### src/rtl/ihs_pkg.sv
package ihs_pkg;
  // outcome of a poll-in strobe
  typedef enum logic [1:0] {
    POLL_IDLE = 2'd0,
    POLL_ACK  = 2'd1,
    POLL_PASS = 2'd2
  } poll_res_e;
endpackage

### src/rtl/ihs_src.sv
module ihs_src (
  input  logic clk,
  input  logic rst_n,
  input  logic set_stb,
  input  logic clr_stb,
  input  logic en,
  input  logic lim,
  input  logic ovf,
  output logic sys_q,
  output logic sys_d,
  output logic src_now,
  output logic src_next
);
  logic cnt_src;

  always_comb begin
    cnt_src = en & (lim | ovf);
    sys_d   = sys_q;
    if (clr_stb) sys_d = 1'b0;
    if (set_stb) sys_d = 1'b1;
    src_now  = sys_q | cnt_src;
    src_next = sys_d | cnt_src;
  end

  always_ff @(posedge clk or negedge rst_n) begin
    if (!rst_n) sys_q <= 1'b0;
    else        sys_q <= sys_d;
  end


  set_sys_chk: assert property (@(posedge clk) disable iff (!rst_n)
    set_stb |=> sys_q);

  clr_sys_chk: assert property (@(posedge clk) disable iff (!rst_n)
    (clr_stb && !set_stb) |=> !sys_q);
endmodule

### src/rtl/ihs_active.sv
module ihs_active (
  input  logic clk,
  input  logic rst_n,
  input  logic reset_stb,
  input  logic grant,
  output logic active_q,
  output logic active_eff,
  output logic active_d
);
  always_comb begin
    active_eff = active_q & ~reset_stb;
    active_d   = active_eff | grant;
  end

  always_ff @(posedge clk or negedge rst_n) begin
    if (!rst_n) active_q <= 1'b0;
    else        active_q <= active_d;
  end


  reset_active_chk: assert property (@(posedge clk) disable iff (!rst_n)
    (reset_stb && !grant) |=> !active_q);
endmodule

### src/rtl/ihs_poll.sv
module ihs_poll #(
  parameter int DATA_W  = 16,
  parameter int DEV_NUM = 3
) (
  input  logic              clk,
  input  logic              rst_n,
  input  logic              poll_stb,
  input  logic              pending,
  output logic              ack,
  output logic              pass,
  output logic [DATA_W-1:0] data
);
  import ihs_pkg::*;
  localparam logic [DATA_W-1:0] DEV_WORD = DEV_NUM[DATA_W-1:0];

  poll_res_e res_d, res_q;

  always_comb begin
    res_d = POLL_IDLE;
    if (poll_stb) res_d = pending ? POLL_ACK : POLL_PASS;
  end

  always_ff @(posedge clk or negedge rst_n) begin
    if (!rst_n) res_q <= POLL_IDLE;
    else        res_q <= res_d;
  end

  always_comb begin
    ack  = (res_q == POLL_ACK);
    pass = (res_q == POLL_PASS);
    data = ack ? DEV_WORD : '0;
  end


  ack_pass_excl_chk: assert property (@(posedge clk) disable iff (!rst_n)
    !(ack && pass));

  ack_after_poll_chk: assert property (@(posedge clk) disable iff (!rst_n)
    (poll_stb && pending) |=> ack);

  pass_after_poll_chk: assert property (@(posedge clk) disable iff (!rst_n)
    (poll_stb && !pending) |=> pass);
endmodule

### src/rtl/irq_poll_hs.sv
module irq_poll_hs #(
  parameter int DATA_W  = 16,
  parameter int DEV_NUM = 3
) (
  input  logic              clk,
  input  logic              rst_n,
  input  logic              set_int_stb,
  input  logic              reset_int_stb,
  input  logic              poll_in_stb,
  input  logic              sys_clr_stb,
  input  logic              mask_cmd_stb,
  input  logic              irq_en,
  input  logic              limit_flag,
  input  logic              ovfl_flag,
  output logic              irq_req,
  output logic              irq_ack,
  output logic              poll_out,
  output logic              irq_active,
  output logic [DATA_W-1:0] dev_data
);
  localparam int SYNC_N = 2;

  logic [SYNC_N-1:0] rst_sync_q;
  logic              irst_n;
  logic              sys_q, sys_d, src_now, src_next;
  logic              act_q, act_eff, act_d;
  logic              pending, grant, req_d, req_q;

  // asynchronous assert, synchronous release
  always_ff @(posedge clk or negedge rst_n) begin
    if (!rst_n) rst_sync_q <= '0;
    else        rst_sync_q <= {rst_sync_q[SYNC_N-2:0], 1'b1};
  end
  assign irst_n = rst_sync_q[SYNC_N-1];

  ihs_src u_src (
    .clk(clk), .rst_n(irst_n), .set_stb(set_int_stb), .clr_stb(sys_clr_stb),
    .en(irq_en), .lim(limit_flag), .ovf(ovfl_flag),
    .sys_q(sys_q), .sys_d(sys_d), .src_now(src_now), .src_next(src_next)
  );

  ihs_active u_act (
    .clk(clk), .rst_n(irst_n), .reset_stb(reset_int_stb), .grant(grant),
    .active_q(act_q), .active_eff(act_eff), .active_d(act_d)
  );

  always_comb begin
    pending = ~act_eff & src_now;
    grant   = poll_in_stb & pending;
    req_d   = ~act_d & src_next;
  end

  always_ff @(posedge clk or negedge irst_n) begin
    if (!irst_n) req_q <= 1'b0;
    else         req_q <= req_d;
  end

  ihs_poll #(.DATA_W(DATA_W), .DEV_NUM(DEV_NUM)) u_poll (
    .clk(clk), .rst_n(irst_n), .poll_stb(poll_in_stb), .pending(pending),
    .ack(irq_ack), .pass(poll_out), .data(dev_data)
  );

  assign irq_req    = req_q;
  assign irq_active = act_q;


  no_req_active_chk: assert property (@(posedge clk) disable iff (!irst_n)
    irq_active |-> !irq_req);

  ack_sets_active_chk: assert property (@(posedge clk) disable iff (!irst_n)
    irq_ack |-> irq_active);

  mask_quiet_chk: assert property (@(posedge clk) disable iff (!irst_n)
    (mask_cmd_stb && !set_int_stb && !reset_int_stb && !poll_in_stb)
      |=> $stable(irq_active));

  data_only_ack_chk: assert property (@(posedge clk) disable iff (!irst_n)
    (dev_data != '0) |-> irq_ack);
endmodule

### config.mk
export PLATFORM = sky130hd
export DESIGN_NAME = irq_poll_hs
export DESIGN_NICKNAME = d
export VERILOG_FILES = /design/src/rtl/ihs_pkg.sv /design/src/rtl/ihs_src.sv /design/src/rtl/ihs_active.sv /design/src/rtl/ihs_poll.sv /design/src/rtl/irq_poll_hs.sv
export SDC_FILE = /design/constraint.sdc
export NUM_CORES = 1
export LEC_CHECK = 0
export BUFFER_PORTS_ARGS = -buffer_cell sky130_fd_sc_hd__clkbuf_2
export CAP_MARGIN = 20
export CORE_AREA = 5 5 42 44
export DETAILED_ROUTE_END_ITERATION = 10
export DIE_AREA = 0 0 47 49
export HOLD_SLACK_MARGIN = 0.02
export PLACE_DENSITY_LB_ADDON = 0.25
export SKIP_LAST_GASP = 1
export SLEW_MARGIN = 20
export SYNTH_ARGS = -nofsm -noshare
export SYNTH_HDL_FRONTEND = slang
export SYNTH_SLANG_ARGS = --single-unit
### constraint.sdc
create_clock -name clk -period 2 [get_ports clk]
set_input_delay 0.2 -clock clk [delete_from_list [all_inputs] [get_ports clk]]
set_output_delay 0.2 -clock clk [all_outputs]
set_load 0.03 [all_outputs]
# --- Word level (Yosys, flattened, before mapping) ---
# Index checks and enable logic that the tools add are counted.
totals:
  register_bits: 7
  wordCells: 24
classes:
  mux: 5
  bitwise_logic: 12
  n_eq_ne: 2
op_table:
  columns: ["cell", "count"]
  rows:
  - ["$mux W2", 3]
  - ["$and A1 B1 Y1", 5]
  - ["$or A1 B1 Y1", 4]
  - ["$not A1 Y1", 3]
  - ["$eq A2 B1 Y1 const B", 1]
  - ["$eq A2 B2 Y1 const B", 1]
  - ["$mux W1", 2]

# --- Depth between registers and ports, before layout ---
logic_depth:
  depth_word: 8
  depth_mapped: 3
  depth_no_buf: 3

# --- Modules after synthesis ---
# From an unflattened synthesis, not the netlist that was laid out.
unflattened:
  hier_cells: 39
  area_unflattened_um2: 409.1
by_module_without_submodules:
  columns: ["module", "cells_per_inst", "n_inst", "area_each_um2", "seq_area_each_um2"]
  rows:
  - ["ihs_poll", 23, 1, 203.9, 50.0]
  - ["irq_poll_hs", 7, 1, 100.1, 75.1]
  - ["ihs_src", 6, 1, 60.1, 25.0]
  - ["ihs_active", 3, 1, 45.0, 25.0]

# --- Worst setup path before layout ---
# No wires, ideal clock.
synth_timing:
  path_kind: "reg2out"
  start: "register u_poll.res_q[1]"
  end: "output dev_data[0]"
  slack_ns: 0.666
  stages_incl_launch_ff: 3
  t_arrival_ns: 1.134
  cell_sequence: "dfrtp_1 > nor2b_1 > buf_4"
synth_via:
  elab_chain_len: 2
synth_lines:
  columns: ["element", "line_no", "text"]
  rows:
  - ["start, declared", "ihs_poll.sv:16", "poll_res_e res_d, res_q;"]
  - ["start signal, assigned", "ihs_poll.sv:25", "else res_q <= res_d;"]
  - ["$eq A2 B1 Y1", "ihs_poll.sv:29", "ack = (res_q == POLL_ACK);"]
  - ["named net irq_ack", "irq_poll_hs.sv:16", "output logic irq_ack,"]
  - ["$mux W2", "ihs_poll.sv:31", "data = ack ? DEV_WORD : '0;"]
  - ["end, declared", "irq_poll_hs.sv:19", "output logic [DATA_W-1:0] dev_data"]
# The timed path passes the listed nets, and every way through them passes these cells.

# --- Final worst setup path ---
layout_timing:
  start: "register u_poll.res_q[1]"
  end: "output dev_data[1]"
layout_via:
  elab_chain_len: 2
layout_lines:
  columns: ["element", "line_no"]
  rows:
  - ["$eq A2 B1 Y1", "ihs_poll.sv:29"]
  - ["$mux W2", "ihs_poll.sv:31"]
# Every way passes these cells.

==> results.yml <==
power_and_ir_drop:
  pwr-share-seq_pct: 41.8
  power.static_leakage_nw: 0.2628
  power.switching_fraction_pct: 33.60
  p_per_cell_area_nw_per_um2: 845.8
  fin_total_pwr_mw: 0.3810
  p_sw_mw: 0.1280
  internal_power_mw: 0.2530
  share_comb_of_total_power_pct: 26.0
  ir_drop_uv: 456.2
  clock_power_share_pct: 32.2
yosys:
  netlist-cell-type-count: 15
  yosysSeqAreaShare_pct: 44.30
  synth_adder_area_share_pct: 0
  synth_simple_gate_area_share_pct: 10.76
  synth.most_common_cell: "sky130_fd_sc_hd__buf_4"
  synthArstFlopShare_pct: 100.0
  synth_top_area_share_pct: 44.30
  ys_seq_elements: 7
  synthMuxAreaShare_pct: 0
  synth_enable_flop_cells: 0
  syn-mean-instance-area_um2: 10.14
  yosys-top-cells-area: "sky130_fd_sc_hd__dfrtp_1 44%, sky130_fd_sc_hd__buf_4 30%, sky130_fd_sc_hd__nor2b_1 3.2%"
  synth_compound_gate_area_share_pct: 10.76
  dominantRegCellSynth: "sky130_fd_sc_hd__dfrtp_1"
  main_combinational_cell_family_by_area_after_synthesis: "buffers and inverters"
  synthesis.instances: 39
  synth.yosys.warnings: 0
  ys_top_cells_by_count: "16 x sky130_fd_sc_hd__buf_4, 7 x sky130_fd_sc_hd__dfrtp_1, 2 x sky130_fd_sc_hd__conb_1, 2 x sky130_fd_sc_hd__inv_1, 2 x sky130_fd_sc_hd__nor2b_1"
  synthesis.area_um2: 395.4
  biggest_area_consumer_among_synthesized_cells: "sky130_fd_sc_hd__dfrtp_1"
  synth_xor_area_share_pct: 0
clock_network:
  cts_buffers: 3
  clk_pin_slew_ns: 0.05
  cts_tree: "built"
  cts_hold_buf: 1
  post_cts.repair.setup_buffers: 0
  clock_latency_ns: 0.24
  clock-sinks: 7
  cts.htree.levels: 1
  cts_max_path_buffers: 2
  root_buffer: "sky130_fd_sc_hd__clkbuf_4"
  cts-resized-gates: 0
setup_path:
  critical_path.cell_chain: "nor2b_1 -> clkbuf_2"
  setup.worst_path.start_class: "flip-flop"
  worst-path-max-fanout: 3
  startpoint: "u_poll.res_q[1]"
  worst_setup_path_end_kind: "output port"
  critPathRequiredTime_ns: 1.80
  critical_path_s_slowest_cell: "sky130_fd_sc_hd__dfrtp_1"
  criticalPathCategory: "flip-flop to output port"
  cpPeakStageDelay_ns: 0.36
  start_of_the_worst_register_to_register_path: "u_src.sys_q"
  worstPathArrival_ns: 1.02
timing:
  clock_skew_ns: 0.0003501
  hold_viol_final: 0
  timing.final.max_slew_violations: 0
  final_cycle_utilization_of_the_critical_path_pct: 60.89
  finalSetupViolCount: 0
  total_negative_setup_slacks_ns: 0
  fmax_ghz: 0.8211
  rsz0062_at_grt: "no"
  period_minus_slack_ns: 1.218
place:
  io_buffers: 14
  detailed_place_hpwl_um: 508.7
  globalplace.congestion: 0.6899
floorplanning:
  die-area_um2: 2303
  coreArea_um2: 1401
  start_util_pct: 28.21
  dieWidth_um: 47
  die_h_um: 49
  rows: 14
  ios: 30
finish:
  final_layout_size_suffix_gt1_share_pct: 34.55
  post-route-util_pct: 32.14
  area_growth_pct: 13.92
  antenna_cells: 0
  fin_nets: 66
routing:
  num_vias: 246
  ant_nets: 0
  drtIter0Drc: 0
  maxUsedRoutingLayer: "met3"
  remaining_drc_errors: 0
  dr.pass1.iters: 1
  vias_per_cell: 3.465
  dr_wl_met2_um: 263
  wire_per_inst_um: 7.972
  detailroute.wirelength.met3_um: 93
  wirelength_routed_um: 566
  wl_on_met1_um: 209
grt:
  number_of_global_route_vias_before_repair: 244
  grt-ovfl-total: 0
  first_pass_grt_wire_length_um: 917
  grt_start_max_net_pins: 6
  gr-usage-all-layers_pct: 6.121
  grt_antenna_before_repair: 0
flow_run:
  timing.max_cap.violations: 0
status:
  outcome: "complete, no violations"
hold_path:
  hold_removal_path_class: "flip-flop to async pin"
final timing paths:
path	end	slack (ns)	depth (start not counted)
worst max-delay path	dev_data[1]	0.78	2
worst min-delay path	u_poll.res_q[1]	0.07	0
worst max register to register	irq_req	1.17	2
worst min register to register	u_poll.res_q[1]	0.07	0
max in group asynchronous	rst_sync_q[0]	1.63	2
min in group clk	u_src.sys_q	0.16	2
critical path, delay by kind of cell, from the launching register on:
| kind | cells | cell delay [ns] |
|---|---|---|
| buffers and inverters | 1 | 0.24 |
| DFF | 1 | 0.36 |
| and+or+nand+nor | 1 | 0.17 |
placed cells by master, fill, tap and decap left out, types with 2 or more instances in the layout:
| master | synthesis | routed |
|---|---|---|
| sky130_fd_sc_hd__conb_1 | 2 | 15 |
| sky130_fd_sc_hd__clkbuf_4 | 0 | 3 |
| sky130_fd_sc_hd__nor2b_1 | 2 | 2 |
| sky130_fd_sc_hd__inv_1 | 2 | 2 |
| sky130_fd_sc_hd__clkbuf_2 | 0 | 14 |
| sky130_fd_sc_hd__dfrtp_1 | 7 | 7 |
layer usage:
layer | vias to the layer above | GRT usage, %
met3 | 0 | 5.904
met1 | 107 | 6.136
met5 | - | 0
met4 | 0 | 4.147
li1 | 121 | -
met2 | 18 | 7.692
cell type report:
cell class	count	area, um2
clock buffers	4	26.28
multi-input cells	27	141.4
well taps	16	20.02
repair buffers	15	80.08
fillers	158	950.9
inverters	2	7.507
flip-flops and latches	7	175.2
kinds of logic (layout without fill, tap and decap cells):
| kind of cell | count (synthesis) | in the layout |
|---|---|---|
| buffers and inverters | 18 | 21 |
| flip-flops | 7 | 7 |
| AND/OR/NAND/NOR | 7 | 7 |
| AO/OA/AOI/OAI | 5 | 5 |
| other | 2 | 15 |
state kept, by name, summed over array words and instances, names as in the netlist:
| register | flops |
|---|---|
| u_act.active_q | 1 |
| u_poll.res_q | 2 |
| u_src.sys_q | 1 |
| irq_req | 1 |
| rst_sync_q | 2 |
power by group through the flow:
stage / combinational, mW / sequential, mW / clock, mW
global placement: 0.0983 / 0.162 / 0
finish: 0.0992 / 0.159 / 0.122
floorplan: 0.0920 / 0.170 / 0
CTS: 0.0999 / 0.159 / 0.131
global route: 0.107 / 0.161 / 0.150
detailed placement: 0.0984 / 0.161 / 0
stage by stage:
| stage | instance area (um2) | setup slack [ns] | std cells | hold WS, ns |
|---|---|---|---|---|
| finish | 450.4 | 0.7822 | 71 | 0.07481 |
| detailed placement | 414.1 | 1.026 | 66 | -0.01154 |
| global route | 450.4 | 0.6663 | 71 | 0.1032 |
| floorplan | 444.2 | 0.6661 | 52 | -0.09559 |
| CTS | 450.4 | 0.7537 | 71 | 0.08035 |
| global placement | 414.1 | 1.045 | 66 | -0.01116 |
(Power assumes the default switching activity.)
